**src/rtl/sdram_rfsh_pkg.sv**
```systemverilog
package sdram_rfsh_pkg;

   typedef enum logic [2:0] {
      ST_IDLE,
      ST_PRE,
      ST_WRP,
      ST_REF,
      ST_WRC,
      ST_SRE,
      ST_SELF,
      ST_XIT
   } rf_state_e;

   typedef struct packed {
      logic cs_n;
      logic ras_n;
      logic cas_n;
      logic we_n;
      logic cke;
      logic a10;
   } cmd_t;

   localparam cmd_t CMD_NOP  = 6'b011110;
   localparam cmd_t CMD_PREA = 6'b001011;
   localparam cmd_t CMD_REF  = 6'b000110;
   localparam cmd_t CMD_SRE  = 6'b000100;
   localparam cmd_t CMD_SLP  = 6'b011100;

endpackage

```
**src/rtl/rfsh_interval.sv**
```systemverilog
module rfsh_interval #(
   parameter int T_REFI   = 1040,
   parameter int MAX_PEND = 8
) (
   input  logic clk,
   input  logic rst_n,
   input  logic tick_i,
   input  logic clr_i,
   input  logic dec_i,
   output logic pend_nz_o,
   output logic full_o
);
   localparam int CW = (T_REFI > 1) ? $clog2(T_REFI) : 1;
   localparam logic [CW-1:0] LAST = CW'(T_REFI - 1);

   logic [CW-1:0] cnt_q;
   logic          wrap;

   assign wrap = tick_i && (cnt_q == LAST);

   always_ff @(posedge clk or negedge rst_n) begin
      if (!rst_n)       cnt_q <= '0;
      else if (clr_i)   cnt_q <= '0;
      else if (wrap)    cnt_q <= '0;
      else if (tick_i)  cnt_q <= cnt_q + 1'b1;
   end

   generate
      if (MAX_PEND == 1) begin : g_flag
         logic due_q;
         always_ff @(posedge clk or negedge rst_n) begin
            if (!rst_n)      due_q <= 1'b0;
            else if (clr_i)  due_q <= 1'b0;
            else if (wrap)   due_q <= 1'b1;
            else if (dec_i)  due_q <= 1'b0;
         end
         assign pend_nz_o = due_q;
         assign full_o    = due_q;
      end else begin : g_count
         localparam int PW = $clog2(MAX_PEND + 1);
         localparam logic [PW-1:0] LIM = PW'(MAX_PEND);
         logic [PW-1:0] pend_q;
         always_ff @(posedge clk or negedge rst_n) begin
            if (!rst_n)                          pend_q <= '0;
            else if (clr_i)                      pend_q <= '0;
            else if (wrap && !dec_i && pend_q != LIM) pend_q <= pend_q + 1'b1;
            else if (dec_i && !wrap && pend_q != '0)  pend_q <= pend_q - 1'b1;
         end
         assign pend_nz_o = (pend_q != '0);
         assign full_o    = (pend_q == LIM);

         assert_pend_bound_R7: assert property (@(posedge clk) disable iff (!rst_n)
            pend_q <= LIM);
      end
   endgenerate

endmodule

```
**src/rtl/rfsh_gap_timer.sv**
```systemverilog
module rfsh_gap_timer #(
   parameter int TW = 4
) (
   input  logic          clk,
   input  logic          rst_n,
   input  logic          ld_i,
   input  logic [TW-1:0] ld_val_i,
   output logic          done_o
);
   logic [TW-1:0] cnt_q;

   always_ff @(posedge clk or negedge rst_n) begin
      if (!rst_n)             cnt_q <= '0;
      else if (ld_i)          cnt_q <= ld_val_i;
      else if (cnt_q != '0)   cnt_q <= cnt_q - 1'b1;
   end

   assign done_o = (cnt_q == '0);

endmodule

```
**src/rtl/rfsh_seq.sv**
```systemverilog
module rfsh_seq
   import sdram_rfsh_pkg::*;
#(
   parameter int T_RC = 9,
   parameter int T_RP = 3,
   parameter int TW   = 4
) (
   input  logic          clk,
   input  logic          rst_n,
   input  logic          gnt_i,
   input  logic          banks_idle_i,
   input  logic          sr_req_i,
   input  logic          pend_nz_i,
   input  logic          tdone_i,
   output logic          ld_o,
   output logic [TW-1:0] ld_val_o,
   output logic          dec_o,
   output logic          in_self_o,
   output logic          req_o,
   output cmd_t          cmd_o
);
   localparam logic [TW-1:0] RP_LD  = TW'(T_RP - 2);
   localparam logic [TW-1:0] RC_LD  = TW'(T_RC - 2);
   localparam logic [TW-1:0] XIT_LD = TW'(T_RC - 1);

   rf_state_e st_q, st_d;
   logic      want;

   assign want = pend_nz_i || sr_req_i;

   always_comb begin
      st_d     = st_q;
      ld_o     = 1'b0;
      ld_val_o = '0;
      case (st_q)
         ST_IDLE: if (want && gnt_i)
                     st_d = !banks_idle_i ? ST_PRE : (sr_req_i ? ST_SRE : ST_REF);
         ST_PRE:  begin st_d = ST_WRP; ld_o = 1'b1; ld_val_o = RP_LD; end
         ST_WRP:  if (tdone_i) st_d = sr_req_i ? ST_SRE : ST_REF;
         ST_REF:  begin st_d = ST_WRC; ld_o = 1'b1; ld_val_o = RC_LD; end
         ST_WRC:  if (tdone_i) begin
                     if (sr_req_i && gnt_i)       st_d = ST_SRE;
                     else if (pend_nz_i && gnt_i) st_d = ST_REF;
                     else                         st_d = ST_IDLE;
                  end
         ST_SRE:  st_d = ST_SELF;
         ST_SELF: if (!sr_req_i) begin st_d = ST_XIT; ld_o = 1'b1; ld_val_o = XIT_LD; end
         ST_XIT:  if (tdone_i) st_d = ST_REF;
         default: st_d = ST_IDLE;
      endcase
   end

   always_ff @(posedge clk or negedge rst_n) begin
      if (!rst_n) st_q <= ST_IDLE;
      else        st_q <= st_d;
   end

   always_comb begin
      case (st_q)
         ST_PRE:  cmd_o = CMD_PREA;
         ST_REF:  cmd_o = CMD_REF;
         ST_SRE:  cmd_o = CMD_SRE;
         ST_SELF: cmd_o = CMD_SLP;
         default: cmd_o = CMD_NOP;
      endcase
   end

   assign dec_o     = (st_q == ST_REF);
   assign in_self_o = (st_q == ST_SRE) || (st_q == ST_SELF);
   assign req_o     = (st_q != ST_IDLE) || want;

endmodule

```
**src/rtl/sdram_refresh_mgr.sv**
```systemverilog
module sdram_refresh_mgr
   import sdram_rfsh_pkg::*;
#(
   parameter int T_RC     = 9,
   parameter int T_RP     = 3,
   parameter int T_REFI   = 1040,
   parameter int MAX_PEND = 8
) (
   input  logic clk,
   input  logic rst_n,
   input  logic tick_i,
   input  logic gnt_i,
   input  logic banks_idle_i,
   input  logic sr_req_i,
   output logic req_o,
   output logic urgent_o,
   output logic cs_n_o,
   output logic ras_n_o,
   output logic cas_n_o,
   output logic we_n_o,
   output logic cke_o,
   output logic a10_o
);
   localparam int TMAX = (T_RC > T_RP) ? T_RC : T_RP;
   localparam int TW   = $clog2(TMAX + 1);
   localparam int SW   = $clog2(T_RC + 1);

   initial begin
      assert (T_RC >= 2)        else $error("T_RC must be at least 2");
      assert (T_RP >= 2)        else $error("T_RP must be at least 2");
      assert (MAX_PEND >= 1)    else $error("MAX_PEND must be at least 1");
      assert (T_REFI > T_RC)    else $error("T_REFI must exceed T_RC");
   end

   logic          pend_nz, full, ld, dec, in_self, tdone;
   logic [TW-1:0] ld_val;
   cmd_t          cmd;

   rfsh_interval #(.T_REFI(T_REFI), .MAX_PEND(MAX_PEND)) u_ivl (
      .clk(clk), .rst_n(rst_n), .tick_i(tick_i), .clr_i(in_self),
      .dec_i(dec), .pend_nz_o(pend_nz), .full_o(full));

   rfsh_gap_timer #(.TW(TW)) u_gap (
      .clk(clk), .rst_n(rst_n), .ld_i(ld), .ld_val_i(ld_val), .done_o(tdone));

   rfsh_seq #(.T_RC(T_RC), .T_RP(T_RP), .TW(TW)) u_seq (
      .clk(clk), .rst_n(rst_n), .gnt_i(gnt_i), .banks_idle_i(banks_idle_i),
      .sr_req_i(sr_req_i), .pend_nz_i(pend_nz), .tdone_i(tdone),
      .ld_o(ld), .ld_val_o(ld_val), .dec_o(dec), .in_self_o(in_self),
      .req_o(req_o), .cmd_o(cmd));

   assign urgent_o = full;
   assign cs_n_o   = cmd.cs_n;
   assign ras_n_o  = cmd.ras_n;
   assign cas_n_o  = cmd.cas_n;
   assign we_n_o   = cmd.we_n;
   assign cke_o    = cmd.cke;
   assign a10_o    = cmd.a10;

   // Port-level observation for the checks below
   logic          is_cmd, is_ref, is_pre, cke_q, closed_q;
   logic [SW-1:0] since_q;

   assign is_cmd = !cs_n_o && !(ras_n_o && cas_n_o && we_n_o);
   assign is_ref = is_cmd && !ras_n_o && !cas_n_o && we_n_o && cke_o;
   assign is_pre = is_cmd && !ras_n_o && cas_n_o && !we_n_o && a10_o;

   always_ff @(posedge clk or negedge rst_n) begin
      if (!rst_n) begin
         since_q  <= SW'(T_RC);
         cke_q    <= 1'b1;
         closed_q <= 1'b0;
      end else begin
         cke_q <= cke_o;
         if (is_ref || (cke_o && !cke_q)) since_q <= SW'(1);
         else if (since_q != SW'(T_RC))   since_q <= since_q + 1'b1;
         if (is_pre)      closed_q <= 1'b1;
         else if (!req_o) closed_q <= 1'b0;
      end
   end

   assert_ref_gap_R6: assert property (@(posedge clk) disable iff (!rst_n)
      is_cmd |-> since_q >= SW'(T_RC));

   assert_sre_code_R8: assert property (@(posedge clk) disable iff (!rst_n)
      $fell(cke_o) |-> (!cs_n_o && !ras_n_o && !cas_n_o && we_n_o));

   assert_ref_closed_R5: assert property (@(posedge clk) disable iff (!rst_n)
      is_ref |-> ($past(banks_idle_i) || closed_q));

   assert_urgent_req_R7: assert property (@(posedge clk) disable iff (!rst_n)
      urgent_o |-> req_o);

endmodule

```
**config.mk**
```make
export PLATFORM = sky130hd
export DESIGN_NAME = sdram_refresh_mgr
export DESIGN_NICKNAME = d
export VERILOG_FILES = /design/src/rtl/sdram_rfsh_pkg.sv /design/src/rtl/rfsh_interval.sv /design/src/rtl/rfsh_gap_timer.sv /design/src/rtl/rfsh_seq.sv /design/src/rtl/sdram_refresh_mgr.sv
export SDC_FILE = /design/constraint.sdc
export NUM_CORES = 1
export LEC_CHECK = 0
export BUFFER_PORTS_ARGS = -buffer_cell sky130_fd_sc_hd__buf_2
export CAP_MARGIN = 20
export CORE_MARGIN = 3
export CORE_UTILIZATION = 35
export DETAILED_ROUTE_END_ITERATION = 10
export GPL_TIMING_DRIVEN = 0
export PLACE_DENSITY = 0.63
export SYNTH_ARGS = -nofsm -noshare
export SYNTH_HDL_FRONTEND = slang
export SYNTH_SLANG_ARGS = --single-unit
```
**constraint.sdc**
```tcl
create_clock -name clk -period 2.21 [get_ports clk]
set_clock_uncertainty 0.05 [all_clocks]
set_input_delay 0.3315 -clock clk [delete_from_list [all_inputs] [get_ports clk]]
set_output_delay 0.3315 -clock clk [all_outputs]
set_load 0.03 [all_outputs]
```
Word level (Yosys, flattened, before mapping) --
Index checks and enable logic that the tools add are counted.
Storage, ports and cells: logic and storage cells 69, register bits after elaboration 22, bits of input ports 6
Cells by class: muxes and demuxes 23, reduce and logical (&&, ||, !) cells 23, add/subtract/negate cells 4, equal/unequal tests 15
Operator list (number):
- $mux 11 | 3
- $mux 3 | 8
- $mux 4 | 6
- $pmux 3 s8 | 1
- $pmux 5 s4 | 1
- $eq 3x3->1 const B | 4
- $pmux 4 s3 | 1
- $add 11x1->11 const B | 1
- $eq 11x11->1 const B | 1
- $reduce_bool 3->1 | 3
- $logic_and 1x1->1 | 8
- $ne 2x2->1 const B | 4
- $reduce_bool 4->1 | 2
- $sub 4x1->4 const B | 2
- $eq 3x2->1 const B | 2
- $reduce_and 5->1 | 1
- $add 4x1->4 const B | 1
- $eq 4x4->1 const B | 1
- $logic_not 4->1 | 1
- $ne 4x4->1 const B | 1
- $eq 3x1->1 const B | 1
- $logic_not 3->1 | 1
- $logic_or 1x1->1 | 3
- $logic_not 1->1 | 2
- other kinds (6) | 6

Logic depth before layout (Yosys ltp) --
Gate-level depths: netlist (run 1).
depth in word-level cells 8, mapped depth 10, depth with buffers taken out 9

Cells and area by module --
A second synthesis (run 1) with hierarchy kept.
Second synthesis, totals: cell total of the unflattened synthesis 165, area, all modules 1530.2 um^2
By module, submodules not included:
- rfsh_interval | area an instance 907.1 um^2, cells each 88, times used 1
- rfsh_seq | area an instance 389.1 um^2, cells each 55, times used 1
- rfsh_gap_timer | area an instance 234.0 um^2, cells each 22, times used 1

Worst setup path after synthesis (run 1) --
Ideal clock, no wire load.
path kind register to register, from register u_ivl.g_count.pend_q[1], to register u_ivl.g_count.pend_q[3], cell stages (with the launch flop) 9, clock period less this slack 2.439 ns, arrival time 2.267 ns, path buffers 0, setup slack -0.229 ns, path through dfrtp_1 nor3_1 and2_1 nand2b_1 ha_1 a21o_1 a211oi_1 a22o_1 o2bb2ai_1
On the way: longest elaborated chain between the ends 4, elaborated cells between the ends (all ways) 10, those cells by class 2 x add/sub; 1 x eq/ne; 3 x mux; 4 x reduce/logical
RTL lines:
- from (decl) | RTL line rfsh_interval.sv:42 | logic [PW-1:0] pend_q;
- from (signal assigned) | RTL line rfsh_interval.sv:46 | else if (wrap && !dec_i && pend_q != LIM) pend_q <= pend_q + 1'b1;
- from (signal assigned) | RTL line rfsh_interval.sv:47 | else if (dec_i && !wrap && pend_q != '0) pend_q <= pend_q - 1'b1;
- $sub 4x1->4 or $ne 4x4->1 (tied branches) | RTL line rfsh_interval.sv:47, rfsh_interval.sv:46
- $mux 4 or $logic_and 1x1->1 (tied branches) | RTL line rfsh_interval.sv:47, rfsh_interval.sv:46
- $mux 4 | RTL line rfsh_interval.sv:46
- $mux 4 | RTL line rfsh_interval.sv:45 | else if (clr_i) pend_q <= '0;
Several ways; a longest one is shown, not always the timed one. The select of a mux whose other input is x is not followed. A chain may end at the register's enable or synchronous reset.

Worst setup path in the final report (run 1) --
from register u_ivl.cnt_q[0], to register u_ivl.g_count.pend_q[3]
On the way: longest elaborated chain between the ends 6, elaborated cells between the ends (all ways) 10, those cells by class 1 x eq/ne; 2 x mux; 7 x reduce/logical
RTL lines:
- from (decl) | RTL line rfsh_interval.sv:16 | logic [CW-1:0] cnt_q;
- from (signal assigned) | RTL line rfsh_interval.sv:25 | else if (tick_i) cnt_q <= cnt_q + 1'b1;
- $eq 11x11->1 (*) | RTL line rfsh_interval.sv:19 | assign wrap = tick_i && (cnt_q == LAST);
- $logic_and 1x1->1 (*) | RTL line rfsh_interval.sv:19
- $logic_and 1x1->1 or $logic_not 1->1 (tied branches) | RTL line rfsh_interval.sv:46, rfsh_interval.sv:47
- $logic_and 1x1->1 (on tied branches) | RTL line rfsh_interval.sv:46, rfsh_interval.sv:47
- $mux 4 or $logic_and 1x1->1 (tied branches) | RTL line rfsh_interval.sv:46, rfsh_interval.sv:47
- $mux 4 or $reduce_bool 3->1 (tied branches)
Mark *: on every way between the ends. The rest lies on a longest branch, timed or not.

==> tab_implementation.tex, run 1 <==
\begin{tabular}{lr}
\hline
Metric & Value \\
\hline
\multicolumn{2}{l}{\textbf{GRT}} \\
\quad GR Util met3 & 3.28\% \\
\quad Met1 track utilization from global routing & about a fifth \\
\quad Peak-usage layer in the global routing report & met2 \\
\quad Overall fraction of global-route tracks in use & 15.4\% \\
\quad Met2 capacity usage during global routing & 24.8\% \\
\quad Largest net degree at the start of global routing & 23 \\
\quad GRT Residual Overflow & 0 \\
\quad Number of antenna violations at the first check in global routing & 0 \\
\quad Number of global-route vias before repair & 1,411 \\
\quad Global-route wire length before repair & 6650 um \\
\multicolumn{2}{l}{\textbf{Critical path}} \\
\quad Critical Path Sink Type & flop \\
\quad Most common cell type on the critical path & sky130\_fd\_sc\_hd\_\_o2bb2ai\_1 \\
\quad Reg2Reg Setup Slack & 0.05 ns \\
\quad Biggest cell delay along the critical path & 0.37 ns \\
\quad Ordered list of cells on the worst path & ha\_2 > and3\_4 > buf\_6 > and4\_4 > nand2b\_4 > ha\_4 > a21o\_1 > a211oi\_2 > o2bb2ai\_1 > o2bb2ai\_1 \\
\quad Category of the most critical setup path & flop to flop \\
\quad RR Endpoint & u\_ivl.g\_count.pend\_q[3]\$\_DFFE\_PN0P\_ \\
\quad Cell type of the slowest stage on the worst timing path & sky130\_fd\_sc\_hd\_\_dfrtp\_1 \\
\quad Start of the worst register-to-register path & u\_ivl.cnt\_q[0]\$\_DFFE\_PN0P\_ \\
\quad Max FO, Critical Path & 6 \\
\quad Worst EP required & 2.35 ns \\
\quad Data arrival, critical path & between 2 and 2.5 ns \\
\quad Number of cells on the worst reg-to-reg path & 10 \\
\quad Critical Path Source Type & flop \\
\multicolumn{2}{l}{\textbf{Clock network}} \\
\quad Clk pin slew, worst setup/hold paths & 0.08 ns \\
\quad Maximum level of the CTS H-tree & 1 \\
\quad Hold Buf Count CTS & 0 \\
\quad Root buffer cell & sky130\_fd\_sc\_hd\_\_clkbuf\_8 \\
\quad Clock tree from TritonCTS & done \\
\quad Total CTS buffers & 3 \\
\quad Buffers from clock root to sink, at most & 2 \\
\quad Later-pin clock latency in the skew report & 0.26 ns \\
\quad Sink Count & 22 \\
\multicolumn{2}{l}{\textbf{Power and ir drop}} \\
\quad P per Cell Area & 1230 mW/mm\^{}2 \\
\quad Net switching power & 1120 uW \\
\quad Logic pwr share & 60.8\% \\
\quad Leakage power & 0.000813 uW \\
\quad Share of power burned in the clock network & 10.8\% \\
\quad Switching share of power & 48.1\% \\
\quad Power Internal & $\sim$1200 uW \\
\quad Worst supply voltage drop on vdd & a little under 0.6 mV \\
\quad Overall power consumption & 2330 uW \\
\quad Sequential share of power & roughly 28\% \\
\multicolumn{2}{l}{\textbf{Cells and area}} \\
\quad Area Overhead vs Synth & 20.0\% \\
\quad Post-layout net count & 227 \\
\quad Core utilization of the finished layout & between 40 and 50\% \\
\quad Fraction of layout instances using a drive strength above 1 & between 20\% and 30\% \\
\quad Diode count & 0 \\
\multicolumn{2}{l}{\textbf{Synthesis}} \\
\quad Synthesized instance count & 190 \\
\quad Yosys cell types & 46 \\
\quad Post-synth top flop & sky130\_fd\_sc\_hd\_\_dfrtp\_1 \\
\quad Avg Inst Size Synth & 8.34 sq um \\
\quad Post-synth EDFFs & 0 \\
\quad Fraction of the yosys area taken by sequential cells & about a third \\
\quad Synth Cell Area & about 0.0016 sq mm \\
\quad Cells taking the most area after synthesis & sky130\_fd\_sc\_hd\_\_dfrtp\_1, sky130\_fd\_sc\_hd\_\_a21oi\_1, sky130\_fd\_sc\_hd\_\_nand2\_1 \\
\quad Count of synthesis-stage warnings from yosys & 0 \\
\quad Number of synthesized register bits & 22 \\
\quad Library cell with the largest summed area after synthesis & sky130\_fd\_sc\_hd\_\_dfrtp\_1 \\
\quad Yosys top cell area share & 34.8\% \\
\quad Number of nets produced by synthesis & approximately 200 \\
\quad FFs w/ async S/R, synth & 100\% \\
\multicolumn{2}{l}{\textbf{Placement}} \\
\quad Port bufs & 11 \\
\quad HPWL Detailed & 2590 um \\
\quad Worst slack after detailed placement & -0.173 ns \\
\quad Gp weighted congestion & approximately 0.9 \\
\multicolumn{2}{l}{\textbf{Timing}} \\
\quad Final-report hold violation count & 22 \\
\quad Final setup margin & roughly 0.053 ns \\
\quad Finish-stage setup viols & 0 \\
\quad Setup repair after global routing missed its margin & yes \\
\quad Worst slew margin & 60.4\% \\
\quad Post-Route Hold Slack & -0.0199 ns \\
\quad Max Fclk & 464 MHz \\
\quad Summed negative setup slack over all endpoints & 0 ns \\
\quad Post-route clock period utilization & 97.6\% \\
\quad Pins over their slew limit & 0 \\
\quad Shortest period the worst path allows & 2.16 ns \\
\quad Worst-margin pin slew & 0.595 ns \\
\multicolumn{2}{l}{\textbf{Die}} \\
\quad Placeable Area & 0.00417 sq mm \\
\quad Die W & 73.3 um \\
\quad Boundary pin count & 14 \\
\quad Row count & 23 \\
\quad Full die area & $\sim$0.0054 sq mm \\
\quad Die Y-Extent & 73.3 um \\
\quad Starting density of the core & a little under two fifths \\
\multicolumn{2}{l}{\textbf{Drt}} \\
\quad Total iterations of the first detailed-routing run & 4 \\
\quad Remaining design rule violation count & 0 \\
\quad Number of DRC violations after detailed-routing iteration 0 & between 80 and 90 \\
\quad Routed len/inst & 14.5 um \\
\quad Aggregate routed wire length & 3840 um \\
\quad DR vias & about 1,500 \\
\quad Antenna Violating Nets Remaining & 0 \\
\quad Via-per-instance ratio & about 5.8 \\
\multicolumn{2}{l}{\textbf{Run}} \\
\quad Max-cap viol count & 0 \\
\multicolumn{2}{l}{\textbf{Min path}} \\
\quad Hold Crit Class & input port to async pin \\
\multicolumn{2}{l}{\textbf{Status}} \\
\quad Violations in the final reports & hold timing \\
\quad Status & complete, but fails checks \\
\hline
\end{tabular}
[how the worst max path moves through the flow]
| stage | from | end | cells after the start | slack, ns |
|---|---|---|---|---|
| finish | u_ivl.cnt_q[0]$_DFFE_PN0P_ | u_ivl.g_count.pend_q[3]$_DFFE_PN0P_ | 10 | 0.05 |
| global route | u_ivl.cnt_q[0]$_DFFE_PN0P_ | u_ivl.g_count.pend_q[3]$_DFFE_PN0P_ | 10 | -0.04 |
| CTS | u_ivl.cnt_q[0]$_DFFE_PN0P_ | u_ivl.g_count.pend_q[3]$_DFFE_PN0P_ | 10 | 0.02 |
| detailed placement | u_seq.st_q[2]$_DFFE_PN0P_ | u_ivl.g_count.pend_q[3]$_DFFE_PN0P_ | 8 | -0.17 |
| global placement | u_seq.st_q[2]$_DFFE_PN0P_ | u_ivl.g_count.pend_q[3]$_DFFE_PN0P_ | 8 | -0.18 |
| floorplan | u_ivl.cnt_q[0]$_DFFE_PN0P_ | u_ivl.g_count.pend_q[3]$_DFFE_PN0P_ | 10 | 0.009 |
[cells by family after synthesis]
logic type / after synthesis / share of synthesized area [%]
mux: 4 / 2.61
compound gates: 62 / 24.8
fa+ha+maj: 5 / 4.42
simple gates: 69 / 25.0
xor+xnor: 4 / 2.21
flops: 22 / 34.8
other cells: 1 / 0.237
buf+inv: 23 / 6.00
[stage by stage]
stage	instances	instance area (sq um)
after floorplan	190	1610
after global placement	251	1720
after detailed placement	251	1720
after CTS	261	1860
after global routing	264	1900
final	264	1900
[metal layers]
layer  share of wire, %  wire [um]  vias to the layer above
li1                   -          -                      759
met1                 48       1830                      734
met2                 47       1820                       26
met3                4.1        158                        4
met4               0.81         31                        0
met5                  0          0                        -
[critical path, delay by kind of cell, from the launching register on]
family                   cells  cell delay (ns)
AO/OA/AOI/OAI                4             0.66
AND/OR/NAND/NOR              3             0.50
adder cells (fa/ha/maj)      2             0.41
flip-flops                   1             0.37
buffers and inverters        1             0.11
[flip-flops by register name (all words and copies together), names as in the netlist]
| signal | count |
|---|---|
| u_gap.cnt_q | 4 |
| u_ivl.cnt_q | 11 |
| u_ivl.g_count.pend_q | 4 |
| u_seq.st_q | 3 |
[final cells by class]
class / count / area, sq um
Timing Repair Buffer: 21 / 130
Sequential cell: 22 / 552
Buffer: 9 / 51.3
Clock buffer: 3 / 41.3
Multi-Input combinational cell: 145 / 1010
Tap cell: 50 / 62.6
Inverter: 14 / 52.6
Fill cell: 419 / 2270
[power by group through the flow]
stage	Clock (uW)	Combinational [uW]	Sequential [uW]
2_1_floorplan	0	1040	629
3_3_place_gp	0	1290	670
3_5_place_dp	0	1310	669
4_1_cts	264	1380	662
5_1_grt	282	1590	689
6_report	252	1420	664
[synth_stat cells, types with 2 or more instances]
library cell / n
sky130_fd_sc_hd__nand2b_1: 5
sky130_fd_sc_hd__nand2_1: 20
sky130_fd_sc_hd__a21oi_1: 19
sky130_fd_sc_hd__o21bai_1: 2
sky130_fd_sc_hd__buf_2: 3
sky130_fd_sc_hd__nor3_1: 6
sky130_fd_sc_hd__a21o_1: 4
sky130_fd_sc_hd__or4_1: 5
sky130_fd_sc_hd__mux2i_1: 3
sky130_fd_sc_hd__ha_1: 4
sky130_fd_sc_hd__or3b_2: 2
sky130_fd_sc_hd__a31oi_1: 3
sky130_fd_sc_hd__o31ai_1: 7
sky130_fd_sc_hd__o2bb2ai_1: 3
sky130_fd_sc_hd__xnor2_1: 3
sky130_fd_sc_hd__a32oi_1: 2
sky130_fd_sc_hd__o21ai_0: 12
sky130_fd_sc_hd__a22oi_1: 2
sky130_fd_sc_hd__nand4_1: 4
sky130_fd_sc_hd__nor4_1: 2
sky130_fd_sc_hd__or3_1: 6
sky130_fd_sc_hd__dfrtp_1: 22
sky130_fd_sc_hd__inv_1: 14
sky130_fd_sc_hd__and4_1: 2
sky130_fd_sc_hd__nor2_1: 3
sky130_fd_sc_hd__a211oi_1: 4
sky130_fd_sc_hd__clkbuf_1: 3
sky130_fd_sc_hd__nand3_1: 7
[cells in the final DEF, fill, tap and decap left out, drive strengths merged, types with 5 or more instances in the layout]
master,n
inv,14
a21oi,19
or3,6
buf,26
dfrtp,22
nand3,7
nor3,6
or4,5
o21ai,12
o31ai,7
nand2b,5
clkbuf,7
nand2,20
[timing repair]
item,CTS,global route
pin swaps,7,6
resized for setup,8,6
setup buffers,7,3
setup endpoints to repair,3,3
(Power assumes the default switching activity.)
==> run 2: changes to the inputs <==
--- a/config.mk
+++ b/config.mk
@@ -12,6 +12,8 @@
 export DETAILED_ROUTE_END_ITERATION = 10
 export GPL_TIMING_DRIVEN = 0
 export PLACE_DENSITY = 0.63
+export RECOVER_POWER = 50
+export SLEW_MARGIN = 10
 export SYNTH_ARGS = -nofsm -noshare
 export SYNTH_HDL_FRONTEND = slang
 export SYNTH_SLANG_ARGS = --single-unit
==> run 2 against run 1 <==
The flow now finishes without violations. First-iteration DRC count rose by 5.9%. Worst setup slack lost 0.0038 ns. Die area stayed put. Sequential power about the same. Hold slack better by 0.28 ns. Count of clock-buffer cells in the layout unchanged. Total power is 0.14% lower. Cell count stayed put. Sequential cell count unchanged. Fmax decreased by 0.18%. Non-clock buffer count unchanged. Largest cell class unchanged. Highest routed layer unchanged.
==> tab_implementation.tex, run 2 (synthesis gave the netlist of run 1 again) <==
\begin{tabular}{lr}
\hline
Metric & Value \\
\hline
\multicolumn{2}{l}{\textbf{Critical path}} \\
\quad Max FO, Critical Path & 6 (unchanged) \\
\quad Critical Path Source Type & flop (unchanged) \\
\quad Category of the most critical setup path & flop to flop (unchanged) \\
\quad Number of cells on the worst reg-to-reg path & 10 (unchanged) \\
\quad Start of the worst register-to-register path & u\_ivl.cnt\_q[0]\$\_DFFE\_PN0P\_ (unchanged) \\
\quad Worst EP required & 2.35 ns (about the same) \\
\quad Data arrival, critical path & 2.30 ns (about the same) \\
\quad RR Endpoint & u\_ivl.g\_count.pend\_q[3]\$\_DFFE\_PN0P\_ (unchanged) \\
\quad Critical Path Sink Type & flop (unchanged) \\
\quad Reg2Reg Setup Slack & 0.05 ns (about the same) \\
\multicolumn{2}{l}{\textbf{Placement}} \\
\quad Port bufs & 11 (unchanged) \\
\quad Worst slack after detailed placement & -0.173 ns (unchanged) \\
\quad HPWL Detailed & 2590 um (unchanged) \\
\quad DP Cell Count & 251 (unchanged) \\
\quad Gp weighted congestion & 0.898 (unchanged) \\
\quad Placement Cell Area & 0.00172 sq mm (unchanged) \\
\multicolumn{2}{l}{\textbf{Clock network}} \\
\quad Clk pin slew, worst setup/hold paths & 0.08 ns (about the same) \\
\quad Sink Count & 22 (unchanged) \\
\quad Root buffer cell & sky130\_fd\_sc\_hd\_\_clkbuf\_8 (unchanged) \\
\quad Buffers from clock root to sink, at most & 2 (unchanged) \\
\quad Hold Buf Count CTS & 0 (unchanged) \\
\quad Clock tree from TritonCTS & done (unchanged) \\
\quad Maximum level of the CTS H-tree & 1 (unchanged) \\
\quad Later-pin clock latency in the skew report & 0.26 ns (about the same) \\
\quad Total CTS buffers & 3 (unchanged) \\
\multicolumn{2}{l}{\textbf{Cells and area}} \\
\quad Most common cell after layout, fill and taps aside & sky130\_fd\_sc\_hd\_\_dfrtp\_1 (unchanged) \\
\quad Post-layout net count & 227 (unchanged) \\
\quad Number of flip-flops in the largest register & 11 (unchanged) \\
\quad Diode count & 0 (unchanged) \\
\quad Count of non-filler cells in the finished layout & 264 (unchanged) \\
\quad Biggest register & u\_ivl.cnt\_q (unchanged) \\
\quad Fraction of layout instances using a drive strength above 1 & 20.6\% (was 22.0\%) \\
\quad Area Overhead vs Synth & 19.6\% (was 20.0\%) \\
\quad Filler instances & 420 (was 419) \\
\quad Final design instance area without fill & 0.00189 sq mm (was 0.00190 sq mm) \\
\quad Sequential cell area & 552 sq um (unchanged) \\
\quad Leading cell types in the layout, fill and taps excluded & sky130\_fd\_sc\_hd\_\_dfrtp\_1, sky130\_fd\_sc\_hd\_\_nand2\_1, sky130\_fd\_sc\_hd\_\_a21oi\_1 (unchanged) \\
\quad Regs by FF count & u\_ivl.cnt\_q: 11 flops, u\_gap.cnt\_q: 4 flops, u\_ivl.g\_count.pend\_q: 4 flops (unchanged) \\
\quad Total area of multi-input combinational cells & 0.00101 sq mm (unchanged) \\
\multicolumn{2}{l}{\textbf{Power and ir drop}} \\
\quad Switching share of power & 48.2\% (was 48.1\%) \\
\quad Leakage power & 0.000804 uW (was 0.000813 uW) \\
\quad Worst supply voltage drop on vdd & 0.577 mV (was 0.576 mV) \\
\quad Net switching power & 1120 uW (about the same) \\
\quad Logic pwr share & 60.7\% (was 60.8\%) \\
\quad Sequential share of power & 28.6\% (was 28.5\%) \\
\quad P per Cell Area & 1230 mW/mm\^{}2 (about the same) \\
\quad Share of power burned in the clock network & 10.7\% (was 10.8\%) \\
\quad Overall power consumption & 2330 uW (about the same) \\
\quad Power Internal & 1210 uW (about the same) \\
\multicolumn{2}{l}{\textbf{Die}} \\
\quad Starting density of the core & 38.0\% (unchanged) \\
\quad Row count & 23 (unchanged) \\
\quad Boundary pin count & 14 (unchanged) \\
\quad Placeable Area & 0.00417 sq mm (unchanged) \\
\quad Die W & 73.3 um (unchanged) \\
\quad Die Y-Extent & 73.3 um (unchanged) \\
\quad Full die area & 0.00537 sq mm (unchanged) \\
\multicolumn{2}{l}{\textbf{Timing}} \\
\quad Post-route clock period utilization & 97.8\% (was 97.6\%) \\
\quad Pins over their slew limit & 0 (unchanged) \\
\quad Final setup margin & 0.0487 ns (was 0.0525 ns) \\
\quad Final-report hold violation count & 0 (was 22) \\
\quad Summed negative setup slack over all endpoints & 0 ns (unchanged) \\
\quad Max Fclk & 463 MHz (was 464 MHz) \\
\quad Shortest period the worst path allows & 2.16 ns (about the same) \\
\quad Setup repair after global routing missed its margin & yes (unchanged) \\
\quad Finish-stage setup viols & 0 (unchanged) \\
\quad Worst slew margin & 17.9\% (was 60.4\%) \\
\quad Worst-margin pin slew & 1.23 ns (was 0.595 ns) \\
\multicolumn{2}{l}{\textbf{Drt}} \\
\quad Number of DRC violations after detailed-routing iteration 0 & 90 (was 85) \\
\quad DR vias & 1,531 (was 1,523) \\
\quad Antenna Violating Nets Remaining & 0 (unchanged) \\
\quad Total iterations of the first detailed-routing run & 4 (unchanged) \\
\quad Remaining design rule violation count & 0 (unchanged) \\
\quad Routed len/inst & 14.6 um (was 14.5 um) \\
\quad Aggregate routed wire length & 3840 um (about the same) \\
\quad Via-per-instance ratio & 5.80 (was 5.77) \\
\multicolumn{2}{l}{\textbf{GRT}} \\
\quad Largest net degree at the start of global routing & 23 (unchanged) \\
\quad GRT Residual Overflow & 0 (unchanged) \\
\quad Overall fraction of global-route tracks in use & 15.4\% (unchanged) \\
\quad Global-route wire length before repair & 6650 um (unchanged) \\
\quad Number of global-route vias before repair & 1,411 (unchanged) \\
\quad Number of antenna violations at the first check in global routing & 0 (unchanged) \\
\multicolumn{2}{l}{\textbf{Run}} \\
\quad Max-cap viol count & 0 (unchanged) \\
\multicolumn{2}{l}{\textbf{Min path}} \\
\quad Hold Crit Class & input port to async pin (unchanged) \\
\multicolumn{2}{l}{\textbf{Status}} \\
\quad Status & completed (was complete, but fails checks) \\
\hline
\end{tabular}
[run 2: worst max-delay path by stage]
stage / startpoint / to / slack, ns / cells past startpoint
6_report: u_ivl.cnt_q[0]$_DFFE_PN0P_ / u_ivl.g_count.pend_q[3]$_DFFE_PN0P_ / 0.05 / 10
3_5_place_dp: u_seq.st_q[2]$_DFFE_PN0P_ / u_ivl.g_count.pend_q[3]$_DFFE_PN0P_ / -0.17 / 8
2_1_floorplan: u_ivl.cnt_q[0]$_DFFE_PN0P_ / u_ivl.g_count.pend_q[3]$_DFFE_PN0P_ / 0.009 / 10
4_1_cts: u_ivl.cnt_q[0]$_DFFE_PN0P_ / u_ivl.g_count.pend_q[3]$_DFFE_PN0P_ / 0.02 / 10
5_1_grt: u_ivl.cnt_q[0]$_DFFE_PN0P_ / u_ivl.g_count.pend_q[3]$_DFFE_PN0P_ / -0.04 / 10
3_3_place_gp: u_seq.st_q[2]$_DFFE_PN0P_ / u_ivl.g_count.pend_q[3]$_DFFE_PN0P_ / -0.18 / 8
[run 2: layout make-up]
cell class,instances,area share [%]
Buffer,9,2.64
Clock buffer,3,2.18
Sequential cell,22,29.1
Tap cell,50,3.30
Inverter,14,2.77
Timing Repair Buffer,21,6.61
Multi-Input combinational cell,145,53.4
[run 2: worst max-delay path: stages, from the launching register on]
cell,delay [ns]
sky130_fd_sc_hd__dfrtp_1,0.37
sky130_fd_sc_hd__ha_2,0.18
sky130_fd_sc_hd__and3_4,0.18
sky130_fd_sc_hd__buf_6,0.11
sky130_fd_sc_hd__and4_4,0.24
sky130_fd_sc_hd__nand2b_4,0.08
sky130_fd_sc_hd__ha_4,0.23
sky130_fd_sc_hd__a21o_1,0.18
sky130_fd_sc_hd__a211oi_2,0.21
sky130_fd_sc_hd__o2bb2ai_1,0.15
sky130_fd_sc_hd__o2bb2ai_1,0.12
[run 2: through the flow]
| step | utilization (%) | hold slack, ns |
|---|---|---|
| floorplan | - | -0.0141 |
| global placement | 41.3 | 0.293 |
| detailed placement | 41.3 | 0.293 |
| CTS | 44.7 | 0.00323 |
| global route | 45.4 | 0.315 |
| finish | 45.4 | 0.257 |
[run 2: what timing repair did]
action	in CTS	in global routing
setup endpoints to repair	3	3
setup buffers	7	3
pin swaps	7	6
resized for setup	8	6
gates cloned	0	0
[run 2: power by group through the flow]
stage / registers [uW] / clock network (uW) / logic, uW
final: 665 / 250 / 1410
after global routing: 689 / 282 / 1590
after global placement: 670 / 0 / 1290
after detailed placement: 669 / 0 / 1310
after floorplan: 629 / 0 / 1040
after CTS: 662 / 264 / 1380
[run 2: per-layer routing]
metal | vias up | global-route usage, % | share of wire [%]
met3 | 6 | 3.28 | 4.0
met5 | - | 0 | 0
met2 | 30 | 24.8 | 47
li1 | 760 | - | -
met1 | 735 | 21.4 | 48
met4 | 0 | 3.07 | 1.4
